==> config.mk <==
export PLATFORM = sky130hd
export DESIGN_NAME = jesd_tx_link_seq
export DESIGN_NICKNAME = d
export VERILOG_FILES = /design/src/rtl/jesd_seq_pkg.sv /design/src/rtl/jesd_lmfc_ctr.sv /design/src/rtl/jesd_ilas_gen.sv /design/src/rtl/jesd_tx_link_seq.sv
export SDC_FILE = /design/constraint.sdc
export NUM_CORES = 1
export LEC_CHECK = 0
export ABC_AREA = 1
export BUFFER_PORTS_ARGS = -buffer_cell sky130_fd_sc_hd__buf_2
export CAP_MARGIN = 0
export CORE_MARGIN = 10
export CORE_UTILIZATION = 50
export DETAILED_ROUTE_END_ITERATION = 6
export PLACE_DENSITY = 0.77
export SLEW_MARGIN = 20
export SYNTH_ARGS = -nofsm -noshare
export SYNTH_HDL_FRONTEND = slang
export SYNTH_SLANG_ARGS = --single-unit
==> constraint.sdc <==
create_clock -name clk_i -period 4.36 [get_ports clk_i]
set_input_delay 0.436 -clock clk_i [delete_from_list [all_inputs] [get_ports clk_i]]
set_output_delay 0.436 -clock clk_i [all_outputs]
set_load 0.01 [all_outputs]
==> src/rtl/jesd_seq_pkg.sv <==
package jesd_seq_pkg;
  typedef logic [7:0] octet_t;

  localparam octet_t K_COMMA  = 8'hBC;  // K28.5
  localparam octet_t K_START  = 8'h1C;  // K28.0
  localparam octet_t K_ALIGN  = 8'h7C;  // K28.3
  localparam octet_t K_CFGMRK = 8'h9C;  // K28.4
  localparam int     CFG_LEN  = 14;
  localparam int     CFG_POS0 = 2;      // first config slot in multiframe 2

  typedef enum logic [1:0] {
    PH_CGS  = 2'd0,
    PH_ILAS = 2'd1,
    PH_DATA = 2'd2
  } phase_e;
endpackage

==> src/rtl/jesd_lmfc_ctr.sv <==
module jesd_lmfc_ctr #(
  parameter int MF_LEN = 32,
  parameter int POS_W  = $clog2(MF_LEN)
) (
  input  logic             clk_i,
  input  logic             rst_ni,
  output logic [POS_W-1:0] pos_o,
  output logic             edge_o
);
  localparam logic [POS_W-1:0] LAST = POS_W'(MF_LEN - 1);

  logic [POS_W-1:0] pos_q;

  always_ff @(posedge clk_i or negedge rst_ni) begin
    if (!rst_ni)     pos_q <= '0;
    else if (edge_o) pos_q <= '0;
    else             pos_q <= pos_q + 1'b1;
  end

  assign pos_o  = pos_q;
  assign edge_o = (pos_q == LAST);


  a_r3_wrap_to_zero: assert property (@(posedge clk_i) disable iff (!rst_ni)
    edge_o |=> (pos_o == '0));
  a_r3_in_range: assert property (@(posedge clk_i) disable iff (!rst_ni)
    pos_o <= LAST);
endmodule

==> src/rtl/jesd_ilas_gen.sv <==
module jesd_ilas_gen
  import jesd_seq_pkg::*;
#(
  parameter int F_OCTETS = 4,
  parameter int K_FRAMES = 8,
  parameter int MF_LEN   = F_OCTETS * K_FRAMES,
  parameter int POS_W    = $clog2(MF_LEN)
) (
  input  logic [1:0]       mf_i,
  input  logic [POS_W-1:0] pos_i,
  input  logic             scr_en_i,
  input  logic [7:0]       cfg_dev_id_i,
  input  logic [4:0]       cfg_lane_id_i,
  input  logic [4:0]       cfg_lanes_i,
  input  logic [7:0]       cfg_conv_i,
  input  logic [4:0]       cfg_res_i,
  output octet_t           octet_o,
  output logic             ctrl_o
);
  localparam logic [POS_W-1:0] LAST    = POS_W'(MF_LEN - 1);
  localparam logic [POS_W-1:0] CFG_LO  = POS_W'(CFG_POS0);
  localparam logic [POS_W-1:0] CFG_HI  = POS_W'(CFG_POS0 + CFG_LEN - 1);
  localparam logic [POS_W-1:0] Q_POS   = POS_W'(1);
  localparam octet_t F_M1 = 8'(F_OCTETS - 1);
  localparam logic [4:0] K_M1 = 5'(K_FRAMES - 1);

  octet_t cfg_oct [CFG_LEN];
  octet_t csum;

  always_comb begin
    cfg_oct[0]  = cfg_dev_id_i;
    cfg_oct[1]  = 8'h00;
    cfg_oct[2]  = {3'b000, cfg_lane_id_i};
    cfg_oct[3]  = {scr_en_i, 2'b00, cfg_lanes_i - 5'd1};
    cfg_oct[4]  = F_M1;
    cfg_oct[5]  = {3'b000, K_M1};
    cfg_oct[6]  = cfg_conv_i - 8'd1;
    cfg_oct[7]  = {3'b000, cfg_res_i - 5'd1};
    cfg_oct[8]  = 8'h2F;  // subclass 1, 16 bits per sample
    cfg_oct[9]  = 8'h20;  // version B, one sample per converter
    cfg_oct[10] = 8'h00;
    cfg_oct[11] = 8'h00;
    cfg_oct[12] = 8'h00;
    csum = 8'h00;
    for (int i = 0; i < CFG_LEN - 1; i++) csum = csum + cfg_oct[i];
    cfg_oct[CFG_LEN-1] = csum;
  end

  logic [POS_W-1:0] cfg_rel;
  assign cfg_rel = pos_i - CFG_LO;

  always_comb begin
    ctrl_o  = 1'b0;
    octet_o = 8'(pos_i) - 8'd1;  // ramp fill
    if (pos_i == '0) begin
      octet_o = K_START;
      ctrl_o  = 1'b1;
    end else if (pos_i == LAST) begin
      octet_o = K_ALIGN;
      ctrl_o  = 1'b1;
    end else if (mf_i == 2'd1 && pos_i == Q_POS) begin
      octet_o = K_CFGMRK;
      ctrl_o  = 1'b1;
    end else if (mf_i == 2'd1 && pos_i >= CFG_LO && pos_i <= CFG_HI) begin
      octet_o = cfg_oct[cfg_rel[3:0]];
    end
  end
endmodule

==> src/rtl/jesd_tx_link_seq.sv <==
module jesd_tx_link_seq
  import jesd_seq_pkg::*;
#(
  parameter int F_OCTETS = 4,
  parameter int K_FRAMES = 8
) (
  input  logic       clk_i,
  input  logic       rst_ni,
  input  logic       sync_n_i,
  input  logic       scr_en_i,
  input  logic [7:0] cfg_dev_id_i,
  input  logic [4:0] cfg_lane_id_i,
  input  logic [4:0] cfg_lanes_i,
  input  logic [7:0] cfg_conv_i,
  input  logic [4:0] cfg_res_i,
  input  logic [7:0] tx_data_i,
  input  logic       tx_valid_i,
  output logic       tx_ready_o,
  output logic [7:0] lane_octet_o,
  output logic       lane_ctrl_o,
  output logic       scramble_o
);
  // multiframe must hold /R/, /Q/, the config block and /A/
  localparam int MF_LEN = F_OCTETS * K_FRAMES;
  localparam int POS_W  = $clog2(MF_LEN);

  logic [POS_W-1:0] lmfc_pos;
  logic             lmfc_edge;
  phase_e           phase_q;
  logic [1:0]       mf_q;
  octet_t           ilas_octet;
  logic             ilas_ctrl;

  jesd_lmfc_ctr #(.MF_LEN(MF_LEN), .POS_W(POS_W)) i_lmfc (
    .clk_i  (clk_i),
    .rst_ni (rst_ni),
    .pos_o  (lmfc_pos),
    .edge_o (lmfc_edge)
  );

  jesd_ilas_gen #(
    .F_OCTETS(F_OCTETS), .K_FRAMES(K_FRAMES), .MF_LEN(MF_LEN), .POS_W(POS_W)
  ) i_ilas (
    .mf_i          (mf_q),
    .pos_i         (lmfc_pos),
    .scr_en_i      (scr_en_i),
    .cfg_dev_id_i  (cfg_dev_id_i),
    .cfg_lane_id_i (cfg_lane_id_i),
    .cfg_lanes_i   (cfg_lanes_i),
    .cfg_conv_i    (cfg_conv_i),
    .cfg_res_i     (cfg_res_i),
    .octet_o       (ilas_octet),
    .ctrl_o        (ilas_ctrl)
  );

  always_ff @(posedge clk_i or negedge rst_ni) begin
    if (!rst_ni) begin
      phase_q <= PH_CGS;
      mf_q    <= '0;
    end else if (!sync_n_i) begin
      phase_q <= PH_CGS;
      mf_q    <= '0;
    end else if (lmfc_edge) begin
      unique case (phase_q)
        PH_CGS:  begin phase_q <= PH_ILAS; mf_q <= '0; end
        PH_ILAS: begin
          if (mf_q == 2'd3) phase_q <= PH_DATA;
          else              mf_q    <= mf_q + 2'd1;
        end
        default: phase_q <= phase_q;
      endcase
    end
  end

  always_comb begin
    tx_ready_o   = 1'b0;
    scramble_o   = 1'b0;
    lane_octet_o = K_COMMA;
    lane_ctrl_o  = 1'b1;
    unique case (phase_q)
      PH_ILAS: begin
        lane_octet_o = ilas_octet;
        lane_ctrl_o  = ilas_ctrl;
      end
      PH_DATA: begin
        tx_ready_o   = 1'b1;
        scramble_o   = scr_en_i;
        lane_octet_o = tx_valid_i ? tx_data_i : 8'h00;
        lane_ctrl_o  = 1'b0;
      end
      default: ;
    endcase
  end


  a_r10_resync_comma: assert property (@(posedge clk_i) disable iff (!rst_ni)
    !sync_n_i |=> (lane_octet_o == K_COMMA && lane_ctrl_o && !tx_ready_o));

  a_r2_ilas_on_boundary: assert property (@(posedge clk_i) disable iff (!rst_ni)
    (lane_octet_o == K_START && lane_ctrl_o && $past(lane_octet_o == K_COMMA))
      |-> $past(lmfc_edge));

  a_r8_data_on_boundary: assert property (@(posedge clk_i) disable iff (!rst_ni)
    $rose(tx_ready_o) |-> $past(lmfc_edge));

  a_r8_data_no_ctrl: assert property (@(posedge clk_i) disable iff (!rst_ni)
    tx_ready_o |-> !lane_ctrl_o);

  a_r9_no_scramble_outside_data: assert property (@(posedge clk_i) disable iff (!rst_ni)
    !tx_ready_o |-> !scramble_o);
endmodule

# Word-level counts from Yosys, hierarchy flattened
# Index checks and enable logic that the tools add are counted.
# W data, S select, Z words.
# word_totals
reg_bits,9
in_bits,44
output_inout_bits,11
word_cells,63
# classes
add_sub_neg,15
n_lt_le_gt_ge,3
eq_ne,10
muxes,24
bitwise,1
reduce_logical,7
# ops
cell,count
$mux W8,7
$bmux W8 S4,1
$add A8 B5 Y8,2
$add A8 B6 Y8 const B,2
$add A8 B8 Y8,2
$pmux W8 S2,1
$mux W2,6
$sub A5 B1 Y5 const B,2
$add A8 B2 Y8 const B,1
$add A8 B3 Y8 const B,1
$pmux W2 S2,2
$sub A8 B1 Y8 const B,1
$ne A3 B3 Y1 const B,2
$reduce_and A3 Y1,2
$sub A5 B1 Y6 const B,1
$add A5 B1 Y5 const B,1
$eq A5 B1 Y1 const B,1
$eq A5 B5 Y1 const B,1
$ge A5 B2 Y1 const B,1
$ge A5 B5 Y1 const B,1
$le A5 B4 Y1 const B,1
$logic_not A5 Y1,1
$mux W1,5
$mux W5,1
other kinds (10),14

# Depth between registers and ports, before layout
# Gate-level depths: netlist of the first run.
# depth
word_depth,16
ltp_mapped,27

# By module
# Synthesis of the first run repeated with hierarchy kept, for this count alone.
# hier_totals
cells_unflattened,419
area_unflattened_um2,2736.4
# modules_own_cells
module,instances,cells_per_inst,area_each_um2,seq_area_each_um2
jesd_ilas_gen,1,328,2087.0,0.0
jesd_tx_link_seq,1,71,444.2,100.1
jesd_lmfc_ctr,1,20,205.2,125.1

# Worst setup path before layout of the first run
# OpenSTA, ideal clock, no wires.
# synth_path
path_kind,input -> output
startpoint,input cfg_conv_i[0]
endpoint,output lane_octet_o[5]
arrival_ps,3973
required_time_ps,3924
path_slack_ps,-49
stages,25
path_buffers,0
cell_sequence,inv_1 > ha_1 > inv_1 > nor2_1 > nand2_1 > xnor2_1 > inv_1 > fa_1 > inv_1 > fa_1 > inv_1 > fa_1 > inv_1 > ha_1 > a21oi_1 > nand2_1 > or2_0 > nand3_1 > nand3_1 > nand3_1 > nand2_1 > nand2_1 > nand2_1 > nand2_1 > nand3_1
# synth_via
elab_chain_len,13
# synth_rtl
element,line,source
"start, declared",jesd_tx_link_seq.sv:14,"input logic [7:0] cfg_conv_i,"
$sub A8 B1 Y8 *,jesd_ilas_gen.sv:37,cfg_oct[6] = cfg_conv_i - 8'd1;
$add A8 B8 Y8,jesd_ilas_gen.sv:45,for (int i = 0; i < CFG_LEN - 1; i++) csum = csum + cfg_oct[i];
$add A8 B5 Y8,jesd_ilas_gen.sv:45,
$add A8 B6 Y8 (2 in series),jesd_ilas_gen.sv:45,
$bmux W8 S4 *,jesd_ilas_gen.sv:65,octet_o = cfg_oct[cfg_rel[3:0]];
$mux W8 (implied by the code) * (2 in series),jesd_ilas_gen.sv:65,
$mux W8 *,jesd_ilas_gen.sv:64,end else if (mf_i == 2'd1 && pos_i >= CFG_LO && pos_i <= CFG_HI) begin
$mux W8 *,jesd_ilas_gen.sv:61,end else if (mf_i == 2'd1 && pos_i == Q_POS) begin
$mux W8 *,jesd_ilas_gen.sv:58,end else if (pos_i == LAST) begin
$mux W8 *,jesd_ilas_gen.sv:55,if (pos_i == '0) begin
$pmux W8 S2 *,jesd_tx_link_seq.sv:80,unique case (phase_q)
"end, declared",jesd_tx_link_seq.sv:19,"output logic [7:0] lane_octet_o,"
# Mark *: on every way between the ends. The rest lies on a longest branch, timed or not. The select of a mux whose other input is x is not followed.

# Worst setup path after layout of the first run
# layout_path
startpoint,input cfg_res_i[0]
endpoint,output lane_octet_o[6]
# layout_via
elab_chain_len,12
# layout_rtl
element,line,source
"start, declared",jesd_tx_link_seq.sv:15,"input logic [4:0] cfg_res_i,"
$sub A5 B1 Y5,jesd_ilas_gen.sv:38,"cfg_oct[7] = {3'b000, cfg_res_i - 5'd1};"
$add A8 B5 Y8,jesd_ilas_gen.sv:45,
$add A8 B6 Y8 (2 in series),jesd_ilas_gen.sv:45,
$bmux W8 S4,jesd_ilas_gen.sv:65,
$mux W8 (implied by the code) (2 in series),jesd_ilas_gen.sv:65,
$mux W8,jesd_ilas_gen.sv:64,
$mux W8,jesd_ilas_gen.sv:61,
$mux W8,jesd_ilas_gen.sv:58,
$mux W8,jesd_ilas_gen.sv:55,
$pmux W8 S2,jesd_tx_link_seq.sv:80,
# No other way between the ends. The select of a mux whose other input is x is not followed.

==> impl_metrics.env, run 1 <==
export IMPL_status="finished, violations left"
export IMPL_violations="negative setup slack"
export IMPL_final_antenna_net_count=0
export IMPL_p_sw_share_pct=44.5
export IMPL_maxCapViolations=0
export IMPL_antenna_cells=0
export IMPL_setup_viol=4
export IMPL_routed_wl_met2_um=3820
export IMPL_grt_max_degree=19
export IMPL_syn_inst=408
export IMPL_cts_root_buf="clkbuf_8"
export IMPL_p_int_mw=0.404
export IMPL_synth_fa_ha_area_share_pct=27.7
export IMPL_slew_viol_final=0
export IMPL_cp_end_kind="output pin"
export IMPL_synth_top_family_by_area="simple AND/OR/NAND/NOR gates"
export IMPL_cp_arrival_ns=4.20
export IMPL_synthSimpleGateAreaFrac_pct=32.2
export IMPL_port_buffers=54
export IMPL_r2r_cells=7
export IMPL_synth_edf_count=0
export IMPL_p_leak_nw=1.87
export IMPL_avgViaCountPerCell=5.04
export IMPL_htree_levels=1
export IMPL_ys_ff_latch=9
export IMPL_grt_pass1_wl_um=12600
export IMPL_syn_avg_cell_area_um2=6.31
export IMPL_wl_per_cell_um=13.1
export IMPL_power_frac_seq_pct=11.5
export IMPL_synthArstFlopShare_pct=100
export IMPL_drtIter0Drc=185
export IMPL_ctsHoldBuffers=0
export IMPL_die_h_um=91.8
export IMPL_rsz0062_at_grt="true"
export IMPL_synth_mux_area_share_pct=0
export IMPL_initial_core_util_pct=51.1
export IMPL_synth_nets=500
export IMPL_yosys_area_top_type="ha_1"
export IMPL_critPathKind="in2out"
export IMPL_relSlewSlack_pct=60.4
export IMPL_grt_usage_pct=17.5
export IMPL_dpl_hpwl_um=6060
export IMPL_synth_top_area_share_pct=16.0
export IMPL_p_sw_mw=0.324
export IMPL_cts_tree="built"
export IMPL_met3WireLength_um=359
export IMPL_top_layer_used="met4"
export IMPL_cts_clk_slew_worst_paths_ns=0.04
export IMPL_gr_total_overflow=0
export IMPL_instances_no_fill=559
export IMPL_tightest_slew_ns=0.594
export IMPL_cp_required_ns=3.92
export IMPL_timing_final_ws_setup_ns=-0.274
export IMPL_clock_sinks=9
export IMPL_antenna_found_initial=0
export IMPL_peakVddDrop_mv=0.234
export IMPL_final_util_pct=66.6
export IMPL_synthesis_area_um2=2580
export IMPL_drt_drc_violations_left=0
export IMPL_holdWs_ns=0.0472
export IMPL_fin_crit_sh_pct=106
export IMPL_finalWirelength_um=7350
export IMPL_met1_length_um=3000
export IMPL_fin_total_pwr_mw=0.728
export IMPL_reg2reg_from="i_lmfc.pos_o[1]"
export IMPL_min_period_ns=4.63
export IMPL_worstReg2RegEnd="phase_q[0]"
export IMPL_skew_ns=0.000260
export IMPL_final_cell_mix="103 x nand2_1, 79 x inv_1, 49 x buf_2"
export IMPL_synth_compound_area_share_pct=11.9
export IMPL_ys_flop_type="dfrtp_1"
export IMPL_grt_pass1_vias=2863
export IMPL_ys_types=35
export IMPL_cts_buffers_inserted=3
export IMPL_vias=2817
export IMPL_clkPwrFrac_pct=12.4
export IMPL_synthTopCellsByArea="ha_1 16%, nand2_1 16%, inv_1 13%"
export IMPL_placed_cells=548
export IMPL_nNetsFinal=582
export IMPL_worst_path_max_fanout=3
export IMPL_critPathLaunchType="input port"
export IMPL_area_growth_pct=30.3
export IMPL_synth_xor_area_share_pct=3.40
export IMPL_timing_fmax_mhz=216
export IMPL_yosysWarnings=0
export IMPL_layout_commonest_cell="nand2_1"
export IMPL_power_density_nw_per_um2=217
export IMPL_fp_dieW_um=91.8
export IMPL_seq_area_frac_synth_pct=8.74
export IMPL_rows=26
export IMPL_finalHoldViolCount=0
export IMPL_drt_pass1_iter_count=4
export IMPL_combPwrFrac_pct=76.0
export IMPL_gp_congestion=0.945
export IMPL_drive_gt1_share_pct=30.1
export IMPL_die_area_um2=8420
export IMPL_r2r_setup_slack_ns=2.17
export IMPL_core_um2=5040
export IMPL_ctsLongestPathBuffers=2
export IMPL_hold_path_class="in2async"
export IMPL_clk_latency_ns=0.22
export IMPL_post_place_ws_ns=-0.386
export IMPL_io_pins=55
kinds of logic (layout without fill, tap and decap cells):
logic type	count (synthesis)	after routing
simple gates	186	186
buf+inv	105	186
flops	9	9
fa+ha+maj	48	48
compound gates	50	50
xor+xnor	10	10
synthesized netlist by cell type (all sizes together), types with 3 or more instances:
cell type and n:
a21oi 13, buf 6, dfrtp 9, fa 15
ha 33, inv 99, nand2 113, nand3 38
nand3b 3, nor2 22, nor3 7, o21ai 23
o221ai 4, xnor2 4, xor2 6
per-stage QoR:
stage | setup TNS, ns | area [um^2]
floorplan | 0 | 2590
global placement | -1.38 | 3080
detailed placement | -1.54 | 3080
CTS | -0.821 | 3230
global route | -1.54 | 3360
finish | -0.603 | 3360
registers in the layout, indices dropped and copies added (netlist names):
name,cells
i_lmfc.pos_o,5
mf_q,2
phase_q,2
worst max-delay path, stage by stage:
cell and delay [ns]:
buf_8 0.10, inv_6 0.05, ha_4 0.14, xor2_2 0.14, inv_1 0.07, fa_1 0.55, inv_2 0.04, fa_1 0.47
inv_1 0.05, fa_1 0.44, inv_1 0.08, ha_2 0.19, inv_2 0.05, fa_2 0.37, inv_2 0.08, nand2_2 0.05
nand2_2 0.07, nand2_2 0.05, nand3b_1 0.09, nand3_1 0.08, nand2_1 0.07, nand2_1 0.05, nand2_1 0.05, nand2_1 0.05
nand2_1 0.05, nand2_1 0.07, a21oi_2 0.13, buf_2 0.14
area by class of cell:
class | instances | area (um^2)
Clock buffer | 4 | 45.0
Fill cell | 441 | 1690
Inverter | 99 | 384
Multi-Input combinational cell | 294 | 2090
Sequential cell | 9 | 225
Tap cell | 70 | 87.6
Timing Repair Buffer | 83 | 523
per-layer routing:
metal / global-route usage (%) / vias to the layer above
met5: 0 / -
met4: 7.07 / 0
met3: 1.55 / 14
met2: 32.5 / 80
met1: 20.0 / 1293
li1: - / 1430
worst max-delay path by stage:
stage | start | endpoint | slack (ns) | cells after the start
after floorplan | cfg_res_i[0] | lane_octet_o[6] | 0.05 | 26
after global placement | cfg_conv_i[0] | lane_octet_o[5] | -0.35 | 27
after detailed placement | cfg_res_i[0] | lane_octet_o[6] | -0.39 | 28
after CTS | cfg_conv_i[0] | lane_octet_o[5] | -0.27 | 27
after global routing | cfg_res_i[0] | lane_octet_o[6] | -0.48 | 28
final | cfg_res_i[0] | lane_octet_o[6] | -0.27 | 28
power groups by stage:
stage          Sequential (mW)  Combinational (mW)  Clock, mW
3_5_place_dp            0.0850               0.466          0
2_1_floorplan           0.0851               0.325          0
5_1_grt                 0.0838               0.628      0.101
4_1_cts                 0.0839               0.510     0.0947
3_3_place_gp            0.0850               0.451          0
6_report                0.0839               0.553     0.0906
repair_timing:
item                       CTS  global route
buffers inserted             7             0
pin swaps                   16            27
resized for setup           23            30
setup endpoints to repair    5             6
No activity file was read; power rests on OpenSTA's default activity.
==> run 2: changes to the inputs <==
- CELL_PAD_IN_SITES_DETAIL_PLACEMENT: not set -> 0
- CELL_PAD_IN_SITES_GLOBAL_PLACEMENT: not set -> 1
- CORE_UTILIZATION: 50 -> 35
- CTS_BUF_LIST: not set -> sky130_fd_sc_hd__clkbuf_16
- PLACE_DENSITY: 0.77 -> not set
- PLACE_DENSITY_LB_ADDON: not set -> 0.1
==> run 2 against run 1 <==
Compared with the run above: the run still ends with negative setup slack left; via count fell by 0.60%; combinational power rose by 12%; routed wire length rose by 9.1%; fmax rose by 1.5%; register-to-register slack got worse by 0.10 ns; final cell count rose by 6.8%; clock-buffer cell count fell by 1; critical endpoint is now lane_octet_o[5]; largest power group unchanged.
==> impl_metrics.env, run 2 (same netlist as run 1, synthesis figures left out) <==
export IMPL_r2r_setup_slack_ns=2.07
export IMPL_grt_pass1_wl_um=13800
export IMPL_initial_core_util_pct=35.7
export IMPL_status="finished, violations left"
export IMPL_top_regs="i_lmfc.pos_o: 5 flops, mf_q: 2 flops, phase_q: 2 flops"
export IMPL_slew_viol_final=0
export IMPL_largest_register_ffs=5
export IMPL_ctsHoldBuffers=0
export IMPL_antenna_found_initial=0
export IMPL_drtIter0Drc=132
export IMPL_tightest_slew_ns=0.737
export IMPL_worst_path_max_fanout=5
export IMPL_r2r_cells=8
export IMPL_layout_commonest_cell="nand2_1"
export IMPL_fp_dieW_um=106
export IMPL_cts_clk_slew_worst_paths_ns=0.04
export IMPL_clkPwrFrac_pct=18.5
export IMPL_htree_levels=1
export IMPL_critPathLaunchType="input port"
export IMPL_cp_arrival_ns=4.13
export IMPL_hold_path_class="in2async"
export IMPL_relSlewSlack_pct=50.8
export IMPL_combPwrFrac_pct=71.8
export IMPL_drt_pass1_iter_count=4
export IMPL_tns_ns=-0.719
export IMPL_postLayoutCellArea_um2=3520
export IMPL_drive_gt1_share_pct=30.9
export IMPL_timing_final_ws_setup_ns=-0.205
export IMPL_maxCapViolations=0
export IMPL_drt_drc_violations_left=0
export IMPL_grt_usage_pct=14.6
export IMPL_peakVddDrop_mv=0.227
export IMPL_p_sw_share_pct=41.3
export IMPL_violations="negative setup slack"
export IMPL_reg2reg_from="i_lmfc.pos_o[0]"
export IMPL_fin_crit_sh_pct=105
export IMPL_clk_latency_ns=0.23
export IMPL_wl_per_cell_um=13.4
export IMPL_p_int_mw=0.508
export IMPL_holdWs_ns=0.0421
export IMPL_final_antenna_net_count=0
export IMPL_placed_cells=578
export IMPL_largest_register="i_lmfc.pos_o"
export IMPL_critPathKind="in2out"
export IMPL_instances_no_fill=597
export IMPL_grt_max_degree=20
export IMPL_dpl_hpwl_um=6640
export IMPL_power_density_nw_per_um2=246
export IMPL_cp_required_ns=3.92
export IMPL_cts_buffers_inserted=3
export IMPL_p_leak_nw=1.94
export IMPL_antenna_cells=0
export IMPL_grt_pass1_vias=2983
export IMPL_cts_root_buf="clkbuf_16"
export IMPL_final_cell_mix="105 x nand2_1, 77 x inv_1, 49 x buf_2"
export IMPL_vias=2800
export IMPL_io_pins=55
export IMPL_rsz0062_at_grt="true"
export IMPL_worstReg2RegEnd="mf_q[1]"
export IMPL_fin_total_pwr_mw=0.866
export IMPL_gr_total_overflow=0
export IMPL_cts_tree="built"
export IMPL_core_um2=7210
export IMPL_timing_fmax_mhz=219
export IMPL_p_sw_mw=0.358
export IMPL_die_h_um=106
export IMPL_rows=31
export IMPL_place_area_um2=3120
export IMPL_min_period_ns=4.57
export IMPL_avgViaCountPerCell=4.69
export IMPL_power_frac_seq_pct=9.7
export IMPL_ctsLongestPathBuffers=2
export IMPL_clock_sinks=9
export IMPL_gp_congestion=0.866
export IMPL_nNetsFinal=591
export IMPL_setup_viol=4
export IMPL_area_growth_pct=36.8
export IMPL_finalWirelength_um=8010
export IMPL_skew_ns=0.00123
export IMPL_finalHoldViolCount=0
export IMPL_cp_end_kind="output pin"
export IMPL_die_area_um2=11200
export IMPL_port_buffers=54
run 2: metal layers:
| layer | GRT usage, % | wire length, um |
|---|---|---|
| met2 | 28.8 | 4420 |
| met5 | 0 | 0 |
| met3 | 0.792 | 174 |
| met4 | 3.09 | 80 |
| met1 | 16.6 | 3340 |
run 2: final cells by class:
type,instances,area (um^2)
Timing Repair Buffer,92,609
Fill cell,794,3690
Tap cell,99,124
Multi-Input combinational cell,294,2100
Inverter,99,384
Clock buffer,3,75.1
Clock inverter,1,5.00
Sequential cell,9,225
run 2: stage by stage:
stage / setup WS, ns / utilization [%]
detailed placement: -0.468 / 43.3
floorplan: 0.0490 / -
finish: -0.205 / 48.8
global placement: -0.399 / 43.3
CTS: -0.242 / 48.0
global route: -0.482 / 48.8
run 2: power by group through the flow:
stage,sequential [mW],clock [mW],combinational (mW)
2_1_floorplan,0.0851,0,0.325
3_3_place_gp,0.0850,0,0.480
3_5_place_dp,0.0850,0,0.480
4_1_cts,0.0839,0.166,0.557
5_1_grt,0.0839,0.168,0.700
6_report,0.0840,0.160,0.621
run 2: worst max-delay path by stage:
stage | cells after the start | endpoint | from
finish | 27 | lane_octet_o[5] | cfg_conv_i[0]
global route | 28 | lane_octet_o[6] | cfg_res_i[0]
CTS | 27 | lane_octet_o[5] | cfg_conv_i[0]
detailed placement | 30 | lane_octet_o[6] | cfg_conv_i[0]
global placement | 28 | lane_octet_o[6] | cfg_res_i[0]
floorplan | 26 | lane_octet_o[6] | cfg_res_i[0]
run 2: worst max-delay path, cell delays in order:
cell     delay (ns)
buf_8          0.10
inv_6          0.05
ha_4           0.13
inv_2          0.04
nor2_4         0.11
nand2_2        0.08
xnor2_2        0.15
inv_2          0.06
fa_1           0.50
inv_1          0.05
fa_1           0.49
inv_2          0.04
fa_1           0.52
inv_2          0.05
ha_4           0.24
a21oi_4        0.12
nand2_1        0.08
or2_0          0.22
nand3_1        0.07
nand3_1        0.06
nand3_1        0.08
nand2_1        0.05
nand2_1        0.05
nand2_1        0.05
nand2_1        0.06
nand3_1        0.06
buf_2          0.15
run 2: what timing repair did:
| action | in CTS | in global routing |
|---|---|---|
| pin swaps | 34 | 20 |
| resized for setup | 42 | 18 |
| setup endpoints to repair | 5 | 5 |
| setup buffers | 17 | 2 |
==> run 3: changes to the inputs <==
- clock period: 4.36 -> 3.88 ns (I/O delays scaled with it)
==> run 3 against run 2 <==
Compared with the run above: the flow still finishes with violations (negative setup slack); critical path depth increased by 9; non-clock buffer count rose by 19; clock-buffer cell count unchanged; first-iteration DRC count is 20% higher; design area grew 6.5%; final cell count grew 3.2%.
==> impl_metrics.env, run 3 (same netlist as run 1, synthesis figures left out) <==
export IMPL_status="finished, violations left"
export IMPL_violations="negative setup slack"
export IMPL_critPathKind="in2out"
export IMPL_worst_path_max_fanout=3
export IMPL_cp_arrival_ns=4.09
export IMPL_port_buffers=54
export IMPL_wl_per_cell_um=13.3
export IMPL_nNetsFinal=610
export IMPL_drt_drc_violations_left=0
export IMPL_peakVddDrop_mv=0.263
export IMPL_fill_cells=750
export IMPL_p_int_mw=0.590
export IMPL_antenna_found_initial=0
export IMPL_worstReg2RegEnd="phase_q[0]"
export IMPL_cp_num_cells=36
export IMPL_reg2reg_from="i_lmfc.pos_o[1]"
export IMPL_grt_pass1_vias=3031
export IMPL_combPwrFrac_pct=73.3
export IMPL_timing_fmax_mhz=223
export IMPL_finalHoldViolCount=0
export IMPL_cts_clk_slew_worst_paths_ns=0.04
export IMPL_timing_final_ws_setup_ns=-0.595
export IMPL_cts_root_buf="clkbuf_16"
export IMPL_antenna_cells=0
export IMPL_finalWirelength_um=8220
export IMPL_ctsLongestPathBuffers=2
export IMPL_p_leak_nw=2.06
export IMPL_endpoint="lane_octet_o[4]"
export IMPL_gp_congestion=0.867
export IMPL_drtIter0Drc=158
export IMPL_relSlewSlack_pct=58.4
export IMPL_io_pins=55
export IMPL_largest_register_ffs=5
export IMPL_die_area_um2=11200
export IMPL_cts_buffers_inserted=3
export IMPL_r2r_cells=7
export IMPL_rows=31
export IMPL_cpMostUsedCell="buf_4"
export IMPL_core_um2=7210
export IMPL_place_area_um2=3300
export IMPL_fin_crit_sh_pct=115
export IMPL_final_antenna_net_count=0
export IMPL_max_stage_delay_ns=0.13
export IMPL_clkPwrFrac_pct=17.4
export IMPL_grt_max_degree=19
export IMPL_grt_usage_pct=14.8
export IMPL_power_density_nw_per_um2=269
export IMPL_fp_dieW_um=106
export IMPL_cts_tree="built"
export IMPL_layout_commonest_cell="nand2_1"
export IMPL_grt_pass1_wl_um=13900
export IMPL_postLayoutCellArea_um2=3750
export IMPL_htree_levels=1
export IMPL_area_growth_pct=45.7
export IMPL_gr_total_overflow=0
export IMPL_dpl_hpwl_um=6850
export IMPL_p_sw_mw=0.419
export IMPL_largest_register="i_lmfc.pos_o"
export IMPL_final_cell_mix="104 x nand2_1, 79 x inv_1, 56 x buf_4"
export IMPL_die_h_um=106
export IMPL_top_regs="i_lmfc.pos_o: 5 flops, mf_q: 2 flops, phase_q: 2 flops"
export IMPL_p_sw_share_pct=41.5
export IMPL_slowest_stage="xnor2_2"
export IMPL_min_period_ns=4.48
export IMPL_fin_total_pwr_mw=1.01
export IMPL_cp_startpoint="cfg_conv_i[0]"
export IMPL_tightest_slew_ns=0.625
export IMPL_cp_end_kind="output pin"
export IMPL_slew_viol_final=0
export IMPL_clock_sinks=9
export IMPL_clk_latency_ns=0.23
export IMPL_setup_viol=6
export IMPL_critPathLaunchType="input port"
export IMPL_avgViaCountPerCell=4.67
export IMPL_maxCapViolations=0
export IMPL_skew_ns=0.00199
export IMPL_power_frac_seq_pct=9.4
export IMPL_r2r_setup_slack_ns=1.63
export IMPL_initial_core_util_pct=35.7
export IMPL_drive_gt1_share_pct=34.6
export IMPL_hold_path_class="in2reg"
export IMPL_rsz0062_at_grt="true"
export IMPL_path_buf_inv=25
export IMPL_drt_pass1_iter_count=4
export IMPL_crit_family="buffers and inverters"
export IMPL_vias=2875
export IMPL_cp_required_ns=3.49
## run 3: changes by cell type in the layout (fill, tap and decap cells not counted), moves of 2 or more
cell | before | now
inv_4 | 3 | 1
inv_12 | 0 | 4
buf_2 | 49 | 47
inv_2 | 18 | 16
nor2_1 | 15 | 12
nand3_2 | 0 | 2
inv_1 | 77 | 79
nand3_1 | 38 | 36
nor2_2 | 5 | 7
a21oi_2 | 2 | 4
buf_4 | 35 | 56
## run 3: worst min-delay path, stage by stage
cell	delay [ns]
buf_2	0.12
nand3_1	0.07
o21ai_0	0.08
## run 3: routing by layer
layer  routed length (um)  track usage, %
met5                    0               0
met4                   61            3.97
met3                  358            1.40
met2                 3980            25.1
met1                 3820            19.5
## run 3: final cells by class
class	count	area (um^2)	area share, %
inverters	99	424	11.3
clock inverters	1	3.75	0.100
flip-flops and latches	9	225	6.00
multi-input cells	294	2140	57.0
well taps	99	124	3.30
clock buffers	3	75.1	2.00
repair buffers	111	761	20.3
## run 3: power groups by stage
| stage | Sequential [mW] | Clock, mW | Combinational [mW] |
|---|---|---|---|
| after detailed placement | 0.0956 | 0 | 0.620 |
| after floorplan | 0.0956 | 0 | 0.385 |
| final | 0.0944 | 0.175 | 0.739 |
| after global placement | 0.0956 | 0 | 0.619 |
| after CTS | 0.0944 | 0.180 | 0.686 |
| after global routing | 0.0943 | 0.185 | 0.839 |
## run 3: worst min path at each step
stage	start	to	slack (ns)	cells past startpoint
6_report	sync_n_i	phase_q[0]	0.48	3
5_1_grt	sync_n_i	phase_q[0]	0.51	3
4_1_cts	sync_n_i	phase_q[0]	0.48	3
3_5_place_dp	rst_ni	phase_q[0]	0.24	1
3_3_place_gp	rst_ni	phase_q[0]	0.24	1
2_1_floorplan	rst_ni	i_lmfc.pos_o[0]	0.09	0
## run 3: what timing repair did
| item | CTS | global route |
|---|---|---|
| gates resized for setup | 24 | 28 |
| setup buffers | 21 | 1 |
| endpoints found under the hold margin | 9 | 0 |
| pin swaps | 22 | 19 |
| hold buffers | 1 | 0 |
| endpoints found under the setup margin | 6 | 6 |
## run 3: metrics by stage
| stage | TNS (ns) | instances | utilization [%] | hold slack (ns) | worst slack, ns |
|---|---|---|---|---|---|
| 3_5_place_dp | -3.97 | 590 | 45.8 | 0.245 | -0.783 |
| 2_1_floorplan | -0.348 | 408 | - | 0.0924 | -0.165 |
| 4_1_cts | -2.76 | 616 | 50.6 | 0.480 | -0.617 |
| 6_report | -2.48 | 616 | 52.0 | 0.480 | -0.595 |
| 5_1_grt | -3.80 | 616 | 52.0 | 0.511 | -0.840 |
| 3_3_place_gp | -3.79 | 590 | 45.8 | 0.243 | -0.769 |
